`config.mk`:
```
export PLATFORM = sky130hd
export DESIGN_NAME = sgi_pend_track
export DESIGN_NICKNAME = d
export VERILOG_FILES = /design/src/rtl/sgi_pend_track.sv
export SDC_FILE = /design/constraint.sdc
export NUM_CORES = 1
export LEC_CHECK = 0
export BUFFER_PORTS_ARGS = -buffer_cell sky130_fd_sc_hd__buf_2
export CAP_MARGIN = 30
export CORE_MARGIN = 3
export CORE_UTILIZATION = 58
export CTS_CLUSTER_DIAMETER = 80
export DETAILED_ROUTE_END_ITERATION = 16
export PLACE_DENSITY = 0.87
export SYNTH_ARGS = -nofsm -noshare
export SYNTH_HDL_FRONTEND = slang
export SYNTH_SLANG_ARGS = --single-unit
```
`constraint.sdc`:
```
create_clock -name clk -period 1.2 [get_ports clk]
set_input_delay 0.12 -clock clk [delete_from_list [all_inputs] [get_ports clk]]
set_output_delay 0.12 -clock clk [all_outputs]
set_load 0.02 [all_outputs]
```
`src/rtl/sgi_pend_track.sv`:
```
module sgi_pend_track #(
  parameter logic [15:0] IMPL_MASK = 16'hFFFF,
  parameter int ADDR_W = 12,
  parameter logic [ADDR_W-1:0] BASE_ADDR = 12'hF10
) (
  input  logic              clk,
  input  logic              rst_n,
  input  logic              aff_route_en,
  input  logic              req_valid,
  input  logic              req_write,
  input  logic [ADDR_W-1:0] req_addr,
  input  logic [31:0]       req_wdata,
  input  logic [3:0]        req_wstrb,
  output logic              rd_valid,
  output logic [31:0]       rd_data,
  input  logic              set_vld,
  input  logic [3:0]        set_sgi,
  input  logic [2:0]        set_src,
  input  logic              act_vld,
  input  logic [3:0]        act_sgi,
  input  logic [2:0]        act_src,
  input  logic              deact_vld,
  input  logic [3:0]        deact_sgi,
  input  logic [2:0]        deact_src,
  output logic [127:0]      pend_o,
  output logic [127:0]      act_o
);
  localparam int NSGI = 16;
  localparam int NSRC = 8;
  localparam int NREG = NSGI / 4;
  localparam int NBIT = NSGI * NSRC;
  localparam logic [ADDR_W-3:0] BASE_W = BASE_ADDR[ADDR_W-1:2];

  logic [NBIT-1:0] pend_q, act_q, impl_bits;
  logic [NBIT-1:0] clr_vec, set_vec, actv_vec, deact_vec;
  logic [NREG-1:0] reg_hit;
  logic            wr_go, rd_go;
  logic [31:0]     rd_mux;

  assign wr_go = req_valid & req_write & ~aff_route_en;
  assign rd_go = req_valid & ~req_write;

  genvar r;
  generate
    for (r = 0; r < NREG; r++) begin : g_dec
      assign reg_hit[r] = req_addr[ADDR_W-1:2] == BASE_W + (ADDR_W-2)'(r);
    end
  endgenerate

  always_comb begin
    for (int i = 0; i < NSGI; i++) impl_bits[i*NSRC +: NSRC] = {NSRC{IMPL_MASK[i]}};
  end

  always_comb begin
    clr_vec = '0;
    rd_mux  = '0;
    for (int n = 0; n < NREG; n++) begin
      if (reg_hit[n]) rd_mux = pend_q[n*32 +: 32];
      for (int x = 0; x < 4; x++)
        if (wr_go && reg_hit[n] && req_wstrb[x])
          clr_vec[(4*n+x)*NSRC +: NSRC] = req_wdata[8*x +: 8];
    end
  end

  assign set_vec   = set_vld   ? (NBIT'(1) << {set_sgi, set_src})     : '0;
  assign actv_vec  = act_vld   ? (NBIT'(1) << {act_sgi, act_src})     : '0;
  assign deact_vec = deact_vld ? (NBIT'(1) << {deact_sgi, deact_src}) : '0;

  always_ff @(posedge clk or negedge rst_n) begin
    if (!rst_n) begin
      pend_q   <= '0;
      act_q    <= '0;
      rd_valid <= 1'b0;
      rd_data  <= '0;
    end else begin
      pend_q   <= ((pend_q & ~clr_vec) | set_vec) & impl_bits;
      act_q    <= ((act_q & ~deact_vec) | actv_vec) & impl_bits;
      rd_valid <= rd_go;
      rd_data  <= (rd_go && !aff_route_en) ? rd_mux : '0;
    end
  end

  assign pend_o = pend_q;
  assign act_o  = act_q;


  set_wins_chk: assert property (@(posedge clk) disable iff (!rst_n)
    set_vld && IMPL_MASK[set_sgi] |=> pend_q[$past({set_sgi, set_src})]);


  act_wins_chk: assert property (@(posedge clk) disable iff (!rst_n)
    act_vld && IMPL_MASK[act_sgi] |=> act_q[$past({act_sgi, act_src})]);


  act_untouched_chk: assert property (@(posedge clk) disable iff (!rst_n)
    !act_vld && !deact_vld |=> $stable(act_q));


  aff_wr_ignored_chk: assert property (@(posedge clk) disable iff (!rst_n)
    req_valid && req_write && aff_route_en |=> ($past(pend_q) & ~pend_q) == '0);


  aff_rd_zero_chk: assert property (@(posedge clk) disable iff (!rst_n)
    rd_valid && $past(aff_route_en) |-> rd_data == '0);


  unimpl_zero_chk: assert property (@(posedge clk) disable iff (!rst_n)
    ((pend_o | act_o) & ~impl_bits) == '0);
endmodule

```
==> results by group, run 1 <==
CTS
  • Clock Root Buffer: clkbuf_16
  • CTS Sinks: 289
  • TritonCTS buffer count: 30
  • Deepest clock path buffer count: 3
  • H-tree level count: 1

Outcome
  • Status: stopped before the end
  • Run Error: [ERROR GRT-0232] Routing congestion too high. Check the congestion heatmap in the GUI.
  • Stop stage: 5_1_grt

Place
  • DP HPWL: approximately 35000 µm
  • IO buf count: approximately 360
  • Final Wtd Congestion: approximately 0.96
  • Inst Count DP: between 1.5k and 2k
  • Pre-CTS setup slack: -0.544 ns

Timing
  • GRT worst endpoint: rd_data[7]$_DFF_PN0_/D
  • Worst endpoint pin kind: sequential cell input

Synth
  • Syn Inst Count: 1290
  • Ys async rst share: 100%
  • Mapped Nets: around 1.4k
  • Synthesized area: roughly 14000 µm²
  • Sequential fraction of the synthesis area: 51.8%
  • Synth Flop Type: dfrtp_1
  • Post-synthesis register bit count: approximately 290
  • Post-synth EDFFs: 0
  • Mean Syn Cell Area: around 11 µm²
  • Post-synth cell types: 34
  • Ys Warns: 0

Die
  • Initial Util: between 50% and 60%
  • Die W: around 160 µm
  • I/O pin total: roughly 370
  • Die extent in y: between 150 and 200 µm
  • Row cnt: 56

Global routing
  • All-Layer GR Usage: around four fifths
  • Total gr overflow: between 100 and 150
  • Largest net degree at the start of global routing: 95
[kinds of logic after synthesis]
family	count (synthesis)	share of synthesized area [%]
AO/OA/AOI/OAI	544	25.7
flip-flops	289	51.8
AND/OR/NAND/NOR	250	13.6
buffers and inverters	143	4.31
multiplexers	64	4.59
[through the flow]
| stage | area, µm² | setup TNS [ns] |
|---|---|---|
| 2_1_floorplan | 14200 | -7.79 |
| 3_3_place_gp | 17000 | -57.14 |
| 3_5_place_dp | 17000 | -68.64 |
| 4_1_cts | 21100 | -6.26 |
[routing by layer]
metal,GRT usage (%),GRT overflow
met5,43.2,1
met4,81.6,53
met3,72.8,3
met2,94.6,61
met1,79.3,1
[synthesized netlist by cell type (3+ instances only)]
master | instances | area share (%)
a221oi_2 | 30 | 3.2
buf_1 | 10 | 0.27
buf_2 | 31 | 1.1
buf_6 | 3 | 0.24
clkbuf_1 | 97 | 2.6
dfrtp_1 | 289 | 52
mux2i_1 | 64 | 4.6
nand2_1 | 34 | 0.91
nand2b_1 | 3 | 0.13
nand3_1 | 19 | 0.68
nand3b_1 | 8 | 0.43
nand4_1 | 37 | 1.7
nand4b_1 | 73 | 4.6
nand4bb_1 | 42 | 3.4
nor2_1 | 6 | 0.16
nor2b_1 | 13 | 0.58
o21ai_0 | 342 | 12
o21ai_1 | 10 | 0.36
o31ai_1 | 32 | 1.7
o41ai_1 | 128 | 8.0
or4b_1 | 3 | 0.22
[repair_timing]
action / 4_1_cts
setup endpoints to repair: 274
endpoints found under the hold margin: 413
buffers inserted: 130
hold buffers: 36
pin swaps: 0
gates cloned: 0
resized for setup: 546
==> run 2: changes to the inputs <==
--- a/config.mk
+++ b/config.mk
@@ -8,10 +8,9 @@
 export BUFFER_PORTS_ARGS = -buffer_cell sky130_fd_sc_hd__buf_2
 export CAP_MARGIN = 30
 export CORE_MARGIN = 3
-export CORE_UTILIZATION = 58
-export CTS_CLUSTER_DIAMETER = 80
+export CORE_UTILIZATION = 40
 export DETAILED_ROUTE_END_ITERATION = 16
-export PLACE_DENSITY = 0.87
+export PLACE_DENSITY_LB_ADDON = 0.15
 export SYNTH_ARGS = -nofsm -noshare
 export SYNTH_HDL_FRONTEND = slang
 export SYNTH_SLANG_ARGS = --single-unit
==> results by group, run 2 <==
Place
  • DP HPWL: roughly 38000 µm
  • Final Wtd Congestion: 0.889
  • IO buf count: 363
  • Inst Count DP: roughly 2.1k

Outcome
  • Failing checks: setup timing
  • Status: complete, but fails checks

Run
  • Max-cap violation count: 0

Synth
  • Ys async rst share: 100%
  • Multiplexer share of the synthesized area: about 4.6%
  • Ys Warns: 0
  • Top cells by area, synth: dfrtp_1, o21ai_0, o41ai_1, mux2i_1, nand4b_1
  • Post-synth EDFFs: 0
  • Synth Flop Type: dfrtp_1
  • Most common cell in the netlist: o21ai_0
  • Post-synth cell types: 34
  • Post-synth top area share: 51.8%
  • Mean Syn Cell Area: 10.8 µm²
  • Post-synthesis register bit count: about 290
  • Simple-gate area share of the yosys netlist: a little over an eighth
  • Synthesized area: approximately 14000 µm²
  • Sequential fraction of the synthesis area: roughly half
  • Largest family of logic cells by synthesized area: compound AO/OA/AOI/OAI gates
  • Synth Area in Adders: 0%
  • Synth Area in XOR/XNOR: 0%
  • Mapped Nets: about 1.4k
  • Syn Inst Count: between 1k and 1.5k
  • Synth Area in Compound Gates: 25.7%
  • Post-synth top cells: o21ai_0, dfrtp_1, o41ai_1
  • Area leader, netlist: dfrtp_1

Timing
  • RSZ-0062 raised after global routing: yes
  • Setup-failing EPs final: 26
  • Worst-Margin Slew: around 0.44 ns
  • Max Freq: between 800 and 900 MHz
  • Clock skew: about 0.014 ns
  • Crit share post-route: 102%
  • Final hold vios: 0
  • Min Tclk post-route: approximately 1.2 ns
  • Final Max Slew Viols: 0
  • Max_slew headroom: between 70% and 80%
  • Setup WS post-layout: -0.0225 ns
  • Setup TNS: -0.229 ns

Setup path
  • Crit-path max FO: 2
  • FF-to-FF setup slack: roughly 0.010 ns
  • Critical path, cell by cell: buf_6
  • CP Data Required Time: approximately 1.1 ns
  • Reg-to-reg startpoint: pend_o[7]
  • CP bufs+invs: 1
  • Capture point of the worst reg-to-reg path: rd_data[7]
  • Critical Path Slowest Stage Cell: dfrtp_1
  • CP endpoint kind: output pin
  • Arrival time worst endpoint: 1.10 ns
  • Worst path max stage delay: around 0.44 ns
  • Crit start category: flop
  • Worst setup path end: pend_o[34]
  • Delay-heaviest family, CP: flip-flops
  • Worst Setup SP: pend_o[34]
  • Reg2Reg Depth: 4
  • Levels on crit path: 1
  • Crit path kind: flop to output pin

CTS
  • CTS Sinks: 289
  • Clock Root Buffer: clkbuf_16
  • Deepest clock path buffer count: 3
  • H-tree level count: 2
  • CTS tree: done
  • TritonCTS buffer count: 35
  • Reg clk slew, reported paths: roughly 0.06 ns
  • Worst-Skew Late Latency: ~0.5 ns

Global routing
  • Vias in the first global route: approximately 14k
  • First-pass GRT wire length: about 86000 µm
  • Total gr overflow: 0
  • All-Layer GR Usage: 30.1%
  • Initial antenna violation count: 6
  • Largest net degree at the start of global routing: 57

Drt
  • Vias per std cell: between 6 and 7
  • 1st-iter DRT viols: approximately 1.5k
  • WL final: about 58000 µm
  • Drc violations: 0
  • Via count: 14.6k
  • Length of the first detailed-routing pass in iterations: 6
  • Routed len/inst: 24.6 µm
  • DRT antenna net count: 0

Final layout
  • Layout cells sized above 1: ~40%
  • Area added between synthesis and finish: 52.9%
  • Reg area: just over 7000 µm²
  • Most common cell after layout, fill and taps aside: dfrtp_1
  • Layout Utilization: 62.9%
  • Fin nets: 1958
  • Fillers: about 2.7k
  • Multi-input combinational cell area: 6190 µm²
  • Most frequent cells in the layout: dfrtp_1, buf_4, o21ai_0, buf_6, buf_2
  • Final non-filler cell total: ~2.4k

Hold path
  • Count of cells along the worst hold path: 4
  • Worst min-delay path class: primary input to flop

Die
  • Die extent in y: slightly below 200 µm
  • Core area: 34000 µm²
  • I/O pin total: 366
  • Die ar.: between 30000 and 40000 µm²
  • Initial Util: approximately two fifths
  • Die W: ~190 µm
  • Row cnt: 67

Power
  • Peak VDD IR: 0.960 mV
  • Leak pwr: 9.55 nW
  • Pwr Density: between 1000 and 1500 nW/µm²
==> run 2: through the flow <==
stage | hold WS [ns] | worst slack [ns] | cell area (µm²) | power, mW
global route | 0.0605 | -0.0556 | 21300 | 32.3
global placement | 0.0382 | -0.472 | 17500 | 18.0
detailed placement | 0.0356 | -0.487 | 17500 | 18.1
finish | 0.0594 | -0.0225 | 21300 | 31.0
floorplan | -0.176 | -0.138 | 14200 | 15.2
CTS | 0.0359 | -0.0452 | 20600 | 30.5
==> run 2: worst min-delay path by stage <==
stage / startpoint / end
6_report: req_addr[2] / pend_o[112]
5_1_grt: req_addr[2] / pend_o[112]
4_1_cts: req_addr[2] / pend_o[112]
3_5_place_dp: rst_n / act_o[119]
3_3_place_gp: rst_n / act_o[119]
2_1_floorplan: rst_n / act_o[0]
==> run 2: report_power, final <==
group          total [mW]  switching (mW)  internal [mW]
clock                10.6            4.23           6.35
combinational        8.47            4.42           4.05
sequential           11.9            1.04           10.9
total                31.0            9.69           21.3
==> run 2: area by class of cell <==
class                   instances  area share (%)
flip-flops and latches        289            33.9
repair buffers                696            29.0
multi-input cells             858            29.0
clock buffers                  53            5.00
well taps                     448            2.63
clock inverters                 9           0.358
diodes                          6          0.0704
inverters                       1          0.0176
==> run 2: repair_timing <==
item / CTS / global route
setup endpoints to repair: 171 / 194
endpoints found under the hold margin: 412 / 0
buffers inserted: 109 / 36
hold buffers: 35 / 0
gates resized for setup: 273 / 145
==> run 2: kinds of logic (layout without fill, tap and decap cells) <==
| family | Yosys count | count (layout) |
|---|---|---|
| compound gates | 544 | 544 |
| flops | 289 | 289 |
| simple gates | 250 | 250 |
| buf+inv | 143 | 759 |
| mux | 64 | 64 |
| other cells | 0 | 6 |
==> run 2: routing by layer <==
metal  global-route usage [%]  vias up  routed length (µm)
met1                     42.5     7348               24000
met2                     45.7      848               26400
li1                         -     6334                   -
met3                     6.58      109                5680
met5                        0        -                   0
met4                     10.9        0                1900
==> run 2: worst register-to-register path: stages (launching register included) <==
cell	delay, ns
dfrtp_1	0.41
buf_4	0.15
buf_4	0.14
mux2i_1	0.25
a221oi_2	0.11
Power figures use the tool's default switching activity.
